### src/rtl/lcd_host_pkg.sv
package lcd_host_pkg;

  typedef enum logic [1:0] {
    TGT_DISP = 2'd0,
    TGT_CGEN = 2'd1,
    TGT_SEGM = 2'd2
  } tgt_e;

  // strobes from control to datapath, valid for one cycle
  typedef struct packed {
    logic       memWr;
    logic       acStep;
    logic       acLoad;
    logic [6:0] acVal;
    tgt_e       tgtVal;
    logic       fetch;
    logic       dirLoad;
    logic       dirInc;
    logic [7:0] wrData;
  } ctl_s;

endpackage

### src/rtl/lcd_host_ctl.sv
module lcd_host_ctl
  import lcd_host_pkg::*;
#(
  parameter int BUSY_CYC = 8
) (
  input  logic       clk,
  input  logic       rstN,
  input  logic       busRs,
  input  logic       busRw,
  input  logic       busEn,
  input  logic [7:0] busDin,
  output ctl_s       ctl,
  output logic       busy
);
  localparam int CW = $clog2(BUSY_CYC + 1);

  logic [2:0] enSh;
  logic [1:0] rsSh, rwSh;
  logic [7:0] dinS1, dinS2;
  logic [CW-1:0] busyCnt;
  logic pendFetch;
  logic enFall, accept, opAccepted, rdAccepted;
  logic rsS, rwS;

  // bring the bus into the clock domain; rs/rw/data ride along with enable
  always_ff @(posedge clk or negedge rstN) begin
    if (!rstN) begin
      enSh  <= '0;
      rsSh  <= '0;
      rwSh  <= '0;
      dinS1 <= '0;
      dinS2 <= '0;
    end else begin
      enSh  <= {enSh[1:0], busEn};
      rsSh  <= {rsSh[0], busRs};
      rwSh  <= {rwSh[0], busRw};
      dinS1 <= busDin;
      dinS2 <= dinS1;
    end
  end

  assign rsS    = rsSh[1];
  assign rwS    = rwSh[1];
  assign enFall = enSh[2] & ~enSh[1];
  assign busy   = (busyCnt != '0);
  assign accept = enFall & ~busy;

  always_comb begin
    ctl        = '0;
    ctl.tgtVal = TGT_DISP;
    ctl.fetch  = pendFetch;
    ctl.wrData = dinS2;
    rdAccepted = 1'b0;
    if (accept) begin
      unique case ({rsS, rwS})
        2'b00: begin
          if (dinS2[7]) begin
            ctl.acLoad = 1'b1;
            ctl.acVal  = dinS2[6:0];
            ctl.tgtVal = TGT_DISP;
          end else if (dinS2[6]) begin
            ctl.acLoad = 1'b1;
            ctl.acVal  = {1'b0, dinS2[5:0]};
            ctl.tgtVal = TGT_CGEN;
          end else if (dinS2[5]) begin
            ctl.acLoad = 1'b1;
            ctl.acVal  = {2'b00, dinS2[4:0]};
            ctl.tgtVal = TGT_SEGM;
          end else if (dinS2[7:2] == 6'b000001) begin
            ctl.dirLoad = 1'b1;
            ctl.dirInc  = dinS2[1];
          end
        end
        2'b10: begin
          ctl.memWr  = 1'b1;
          ctl.acStep = 1'b1;
        end
        2'b11: begin
          ctl.acStep = 1'b1;
          rdAccepted = 1'b1;
        end
        default: ;
      endcase
    end
  end

  assign opAccepted = accept & ~(~rsS & rwS);

  always_ff @(posedge clk or negedge rstN) begin
    if (!rstN) begin
      busyCnt   <= '0;
      pendFetch <= 1'b0;
    end else begin
      pendFetch <= ctl.acLoad | rdAccepted;
      if (opAccepted)
        busyCnt <= CW'(BUSY_CYC);
      else if (busy)
        busyCnt <= busyCnt - 1'b1;
    end
  end

endmodule

### src/rtl/lcd_host_dp.sv
module lcd_host_dp
  import lcd_host_pkg::*;
#(
  parameter int DISP_AW = 7,
  parameter int CGEN_AW = 6,
  parameter int SEGM_AW = 5
) (
  input  logic       clk,
  input  logic       rstN,
  input  ctl_s       ctl,
  input  logic       busy,
  input  logic       busRs,
  output logic [7:0] busDout,
  output logic [6:0] acQ,
  output tgt_e       tgtQ,
  output logic       dirIncQ
);
  localparam logic [6:0] DISP_MASK = 7'((1 << DISP_AW) - 1);
  localparam logic [6:0] CGEN_MASK = 7'((1 << CGEN_AW) - 1);
  localparam logic [6:0] SEGM_MASK = 7'((1 << SEGM_AW) - 1);

  logic [7:0] dataQ;
  logic [7:0] rdWord [3];
  logic [7:0] selWord;
  logic [6:0] acNext;

  function automatic logic [6:0] maskOf(tgt_e t);
    case (t)
      TGT_CGEN: return CGEN_MASK;
      TGT_SEGM: return SEGM_MASK;
      default:  return DISP_MASK;
    endcase
  endfunction

  assign acNext = (dirIncQ ? acQ + 7'd1 : acQ - 7'd1) & maskOf(tgtQ);

  for (genvar g = 0; g < 3; g++) begin : g_ram
    localparam int AW = (g == 0) ? DISP_AW : (g == 1) ? CGEN_AW : SEGM_AW;
    logic [7:0] mem [2**AW];
    always_ff @(posedge clk) begin
      if (ctl.memWr && tgtQ == tgt_e'(g))
        mem[acQ[AW-1:0]] <= ctl.wrData;
    end
    assign rdWord[g] = mem[acQ[AW-1:0]];
  end

  always_comb begin
    case (tgtQ)
      TGT_CGEN: selWord = rdWord[1];
      TGT_SEGM: selWord = rdWord[2];
      default:  selWord = rdWord[0];
    endcase
  end

  always_ff @(posedge clk or negedge rstN) begin
    if (!rstN) begin
      acQ     <= '0;
      tgtQ    <= TGT_DISP;
      dirIncQ <= 1'b1;
      dataQ   <= '0;
    end else begin
      if (ctl.acLoad) begin
        acQ  <= ctl.acVal & maskOf(ctl.tgtVal);
        tgtQ <= ctl.tgtVal;
      end else if (ctl.acStep) begin
        acQ <= acNext;
      end
      if (ctl.dirLoad) dirIncQ <= ctl.dirInc;
      if (ctl.fetch)   dataQ   <= selWord;
    end
  end

  assign busDout = busRs ? dataQ : {busy, acQ};

endmodule

### src/rtl/lcd_host_if.sv
module lcd_host_if
  import lcd_host_pkg::*;
#(
  parameter int DISP_AW  = 7,
  parameter int CGEN_AW  = 6,
  parameter int SEGM_AW  = 5,
  parameter int BUSY_CYC = 8
) (
  input  logic       clk,
  input  logic       rstN,
  input  logic       busRs,
  input  logic       busRw,
  input  logic       busEn,
  input  logic [7:0] busDin,
  output logic [7:0] busDout
);
  ctl_s       ctl;
  logic       busyQ;
  logic [6:0] acQ;
  tgt_e       tgtQ;
  logic       dirIncQ;

  lcd_host_ctl #(.BUSY_CYC(BUSY_CYC)) u_ctl (
    .clk(clk), .rstN(rstN), .busRs(busRs), .busRw(busRw),
    .busEn(busEn), .busDin(busDin), .ctl(ctl), .busy(busyQ)
  );

  lcd_host_dp #(.DISP_AW(DISP_AW), .CGEN_AW(CGEN_AW), .SEGM_AW(SEGM_AW)) u_dp (
    .clk(clk), .rstN(rstN), .ctl(ctl), .busy(busyQ), .busRs(busRs),
    .busDout(busDout), .acQ(acQ), .tgtQ(tgtQ), .dirIncQ(dirIncQ)
  );

endmodule

### config.mk
export PLATFORM = sky130hd
export DESIGN_NAME = lcd_host_if
export DESIGN_NICKNAME = d
export VERILOG_FILES = /design/src/rtl/lcd_host_pkg.sv /design/src/rtl/lcd_host_ctl.sv /design/src/rtl/lcd_host_dp.sv /design/src/rtl/lcd_host_if.sv
export SDC_FILE = /design/constraint.sdc
export NUM_CORES = 2
export LEC_CHECK = 0
export CAP_MARGIN = 20
export CORE_MARGIN = 5
export CORE_UTILIZATION = 30
export DETAILED_ROUTE_END_ITERATION = 6
export DONT_BUFFER_PORTS = 1
export PLACE_DENSITY = 0.54
export SLEW_MARGIN = 25
export SYNTH_ARGS = -nofsm -noshare
export SYNTH_HDL_FRONTEND = slang
export SYNTH_SLANG_ARGS = --single-unit
### constraint.sdc
create_clock -name clk -period 9.1 [get_ports clk]
set_input_delay 1.365 -clock clk [delete_from_list [all_inputs] [get_ports clk]]
set_output_delay 1.365 -clock clk [all_outputs]
set_load 0.05 [all_outputs]
# Yosys cells after proc, flatten, opt, wreduce, memory -nomap -nowiden
# Memory sizes are Yosys's and may differ from the RTL's.
# Index checks and enable logic that the tools add are counted.
# op_classes
add_sub_neg,3
eq_ne,7
mux,31
bitwise,11
n_reduce_logical,9
# ops
operator,n
10-bit two-way mux,4
7-bit two-way mux,4
7-bit case mux with 2 select lines,2
8-bit case mux with 2 select lines,1
7-bit bitwise AND,2
12-bit two-way mux,1
2-bit two-way mux,6
1-bit two-way mux,10
"2-bit equality test, second input constant",4
4-bit two-way mux,2
8-bit two-way mux,1
"7-bit by 1-bit adder with 7-bit output, second input constant",1
"7-bit by 1-bit subtractor with 7-bit output, second input constant",1
"6-bit by 1-bit equality test with 1-bit output, second input constant",1
1-bit bitwise AND,4
"2-bit by 1-bit equality test with 1-bit output, second input constant",2
2-bit zero test,2
1-bit inverter,4
2-bit nonzero test,2
4-bit nonzero test,1
"4-bit by 1-bit subtractor with 4-bit output, second input constant",1
1-bit logical AND,3
2-bit OR reduction,1
1-bit bitwise OR,1
# word_totals
ff_bits,46
ramBits,1792
inputBits,13
output_inout_bits,8
elab_cells,75
memories,3
# mem_list
name,words,word_bits,read_ports,rd_clocked_by_memory_dff,write_ports,line_no,source
u_dp.g_ram[0].mem,128,8,1,0,1,lcd_host_dp.sv:39,logic [7:0] mem [2**AW];
u_dp.g_ram[1].mem,64,8,1,0,1,lcd_host_dp.sv:39,
u_dp.g_ram[2].mem,32,8,1,0,1,lcd_host_dp.sv:39,

# Longest topological paths before layout
# logic_depth
word_depth,10
ltp_mapped,14
ltp_nobuf,11

# Hierarchy
# From an unflattened synthesis, not the netlist that was laid out.
# hier_totals
hier_cells,3834
area_unflattened_um2,71949.0
# by_module_without_submodules
module,n_inst,cells_each,area_per_inst_um2
lcd_host_dp,1,3761,70958.1
lcd_host_ctl,1,73,991.0

# Least setup slack after synthesis
# OpenSTA, ideal clock, no wires.
# synth_path
path_type,register to register
startpoint,register u_ctl.dinS2[6]
endpoint,register u_dp.acQ[6]
setup_ns,0.099
arrival_time_ns,3.980
required_time_ns,9.001
path_slack_ns,5.021
path_stages_with_launch,5
path_buffers,0
period_less_slack_ns,4.079
cell_sequence,dfrtp_1 -> nor3_1 -> ha_1 -> a41oi_1 -> nor3_1
# synth_rtl
element,line_no,source
start: declaration,lcd_host_ctl.sv:19,"logic [7:0] dinS1, dinS2;"
start signal: assignment,lcd_host_ctl.sv:38,dinS2 <= dinS1;
end signal: assignment,lcd_host_dp.sv:63,acQ <= ctl.acVal & maskOf(ctl.tgtVal);
end signal: assignment,lcd_host_dp.sv:66,acQ <= acNext;
end: declaration,lcd_host_dp.sv:14,"output logic [6:0] acQ,"

# Worst setup path in the final report
# layout_path
startpoint,register u_dp.acQ[0]
endpoint,register u_dp.dataQ[2]
# layout_via
elab_chain_len,2
# layout_lines
element,line_no,source
"memory read 128 x 8 bit, or another cell as far along",--,
8-bit case mux with 2 select lines (*),lcd_host_dp.sv:48,case (tgtQ)
end signal: assignment,lcd_host_dp.sv:69,if (ctl.fetch) dataQ <= selWord;
end: declaration,lcd_host_dp.sv:22,logic [7:0] dataQ;
# Every way passes the cells marked *; elsewhere a longest branch is shown, timed or not.
# A chain may end at the register's enable or synchronous reset.

==> flow_summary.yaml <==
timing:
  max_freq_mhz: 207
  fin_skew_ns: 0.0651
  post-route-period-util_pct: 53.0
  worst_pin_slew_ns: 1.10
  slew_violations: 0
  fin_crit_ns: 4.82
  setup_viol: 0
  rsz0062_at_grt: "false"
  relSlewSlack_pct: 26.7
  fin_tns_setup_ns: 0
  final-hold-violation-count: 0
yosys:
  synth_edf_count: 1792
  ys_ff_latch: 1838
  ys_warn_count: 0
  synth-async-reset-ratio_pct: 2.50
  synthDistinctLibCells: 71
  syn_avg_cell_area_sq_um: 20.5
  syn-cell-area_sq_um: 71800
  yosysSeqAreaShare_pct: 76.6
  synth-main-ff-cell: "edfxtp_1"
  synthCells: 3497
  synth_fp_nets: 3523
power:
  switching_share_pct: 32.6
  internal-power_uw: 16100
  power_frac_clock_pct: 32.6
  power.density_nw_per_um2: 290
  seq_power_share_pct: 39.8
  combinationalPowerShare_pct: 27.7
  p_switching_uw: 7820
  ir_drop_mv: 0.174
  total_leakage_power_uw: 0.0253
critical_path:
  crit_top_cell: "buf_4"
  rr_worst_depth: 9
  crit_chain: "buf_4, buf_4, mux4_2, mux2i_1, o22ai_1, nor3_1, a41oi_1, a221oi_1, a21oi_1"
  cp-end-kind: "flop"
  ff2ff_setup_slack_ns: 4.28
  path_buf_inv: 2
  worstReg2RegEnd: "u_dp.dataQ[2]$_DFFE_PN0P_"
  path_delay_family: "compound AO/OA/AOI/OAI gates"
  slowest_stage: "dfrtp_4"
  crit_path_max_incr_delay_ns: 0.85
  required_ns: 9.77
  arrival_ns: 5.49
  crit_fanout: 31
  path_class: "flop to flop"
  r2r-start: "u_dp.acQ[0]$_DFFE_PN0P_"
  start_kind: "flop"
run_status:
  status: "finished clean"
floorplan:
  dieArea_sq_um: 249000
  fp.dieW_microns: 499
  core_sq_um: 238000
  die_h_microns: 499
  ios: 21
  initial_core_util_pct: 30.1
  std_cell_rows: 179
cts:
  cts_tree: "done"
  post-cts-setup-buffers: 0
  hold_buffers: 0
  cts_buffer_depth: 3
  clk_latency_ns: 0.85
  clk_pin_slew_ns: 0.07
  cts_repair_resize_count: 0
  numCtsBuffers: 191
  cts.sinks: 1838
  clock-root-buffer: "clkbuf_16"
  cts-htree-levels: 4
placement:
  port_buffers: 0
  gp_congestion: 0.847
  placed_cells_incl_taps: 6637
  dp_hpwl_mm: 128
finish:
  stdcell_count: 6993
  fin_nets: 3689
  area_growth_pct: 15.2
  register_area_sq_um: 55000
  multiInputGateArea_sq_um: 15800
  drive_gt1_share_pct: 25.0
  fill_cells: 22100
grt:
  grt_pass1_wl_mm: 294
  antenna_found_initial: 11
  first_global_vias: 37200
  grt.total_usage_pct: 16.4
  grt_max_degree: 153
  gr-total-overflow: 0
drt:
  wl_per_cell_microns: 29.9
  ant_nets: 0
  via_per_inst: 5.27
  vias: 36900
  drtIter0Drc: 4461
  dr.pass1.iters: 6
  wl_mm: 209
  drc: 0
flow_run:
  drv_cap: 0
min_path:
  hold_path_class: "primary input to async pin"
==> stage by stage <==
step / area, sq um / utilization [%] / power (uW) / worst slack, ns / hold slack (ns)
floorplan: 71800 / - / 13800 / 5.02 / 0.331
global placement: 76200 / 32.0 / 16300 / 4.31 / 0.334
detailed placement: 76300 / 32.1 / 16300 / 4.39 / 0.336
CTS: 82600 / 34.7 / 24100 / 4.21 / 0.163
global route: 82700 / 34.7 / 24700 / 4.12 / 0.187
finish: 82700 / 34.7 / 24000 / 4.28 / 0.213
==> worst max path at each step <==
stage / cells past startpoint / slack (ns) / start / endpoint
after CTS: 3 / 4.21 / u_dp.acQ[0]$_DFFE_PN0P_ / busDout[0]
after detailed placement: 10 / 4.39 / u_ctl.busyCnt[0]$_DFFE_PN0P_ / u_dp.g_ram[0].mem[26][3]$_DFFE_PP_
after global placement: 10 / 4.31 / u_ctl.busyCnt[0]$_DFFE_PN0P_ / u_dp.g_ram[0].mem[41][3]$_DFFE_PP_
after global routing: 3 / 4.12 / u_dp.acQ[0]$_DFFE_PN0P_ / busDout[0]
after floorplan: 4 / 5.02 / u_ctl.dinS2[6]$_DFF_PN0_ / u_dp.acQ[6]$_DFFE_PN0P_
final: 9 / 4.28 / u_dp.acQ[0]$_DFFE_PN0P_ / u_dp.dataQ[2]$_DFFE_PN0P_
==> state kept, by name (all words and copies together), names as in the netlist <==
signal	cells
u_dp.dirIncQ	1
u_ctl.busyCnt	4
u_ctl.enSh	3
u_ctl.pendFetch	1
u_dp.g_ram.mem	1792
u_ctl.dinS1	8
u_dp.acQ	7
u_dp.tgtQ	2
u_ctl.rsSh	2
u_ctl.dinS2	8
u_ctl.rwSh	2
u_dp.dataQ	8
==> layout make-up <==
type	instances	area share [%]
timing repair buffer	198	1.89
multi-input combinational	1422	19.1
antenna	1	0.00303
inverter	12	0.0575
clock buffer	232	6.01
sequential	1838	66.5
clock inverter	123	1.58
tap	3167	4.79
==> per-layer routing <==
metal  GRT usage (%)  share of wire, %  up-vias
met4            5.84               3.9       12
met5               0             0.038        -
li1                -                 -    15000
met3            3.36               7.5      356
met1            22.6                42    19900
met2            25.9                47     1590
==> placed cells by master, fill, tap and decap left out, drive strengths merged, types with 41 or more instances in the layout <==
cell    count
edfxtp   1792
mux4      380
clkbuf    232
buf       198
mux2i     166
nor2      152
nor3      152
clkinv     93
a22oi      86
nand2      74
a21oi      60
dfrtp      45
o21ai      42
mux2       41
==> power by group through the flow <==
stage,sequential [uW],clock [uW],combinational (uW)
floorplan,9620,0,4170
global placement,9710,0,6590
detailed placement,9710,0,6590
CTS,9530,7930,6610
global route,9530,8300,6860
finish,9530,7810,6630
==> cell usage after synthesis, drive strengths merged, types with 3 or more instances <==
| master | instances | share of area (%) |
|---|---|---|
| edfxtp | 1792 | 75 |
| mux4 | 380 | 12 |
| mux2i | 166 | 2.3 |
| nor2 | 152 | 0.80 |
| nor3 | 152 | 1.1 |
| clkbuf | 119 | 0.62 |
| buf | 106 | 1.0 |
| a22oi | 86 | 0.90 |
| nand2 | 74 | 0.39 |
| a21oi | 60 | 0.42 |
| dfrtp | 45 | 1.6 |
| o21ai | 42 | 0.29 |
| mux2 | 41 | 0.64 |
| a221oi | 40 | 0.49 |
| nand3 | 30 | 0.21 |
| o221ai | 23 | 0.28 |
| o22ai | 20 | 0.17 |
| a22o | 14 | 0.17 |
| ha | 12 | 0.21 |
| inv | 12 | 0.063 |
| nand4 | 12 | 0.10 |
| o211ai | 11 | 0.12 |
| a31oi | 8 | 0.070 |
| nor2b | 8 | 0.070 |
| a211oi | 7 | 0.073 |
| nand2b | 7 | 0.061 |
| xnor2 | 7 | 0.085 |
| a311oi | 5 | 0.061 |
| and2 | 5 | 0.044 |
| nand3b | 5 | 0.052 |
| nor3b | 5 | 0.052 |
| a2111oi | 4 | 0.058 |
| a21o | 3 | 0.031 |
| a41oi | 3 | 0.037 |
| and3 | 3 | 0.026 |
| nand4b | 3 | 0.037 |
| o22a | 3 | 0.037 |
==> logic make-up (layout without fill, tap and decap cells) <==
kind of cell             Yosys count  count (layout)  synth area share (%)
buffers and inverters            237             565                  1.72
multiplexers                     587             587                  14.9
other                              0               1                     0
flip-flops                      1838            1838                  76.6
AND/OR/NAND/NOR                  463             463                  2.97
AO/OA/AOI/OAI                    350             350                  3.47
XOR/XNOR                           9               9                 0.110
adder cells (fa/ha/maj)           13              13                 0.237
==> worst register-to-register path, delay by kind of cell (launching register included) <==
kind / cells / cell delay, ns
multiplexers: 2 / 0.91
flip-flops: 1 / 0.85
AO/OA/AOI/OAI: 4 / 1.17
AND/OR/NAND/NOR: 1 / 0.51
buffers and inverters: 2 / 1.19
(Power assumes the default switching activity.)
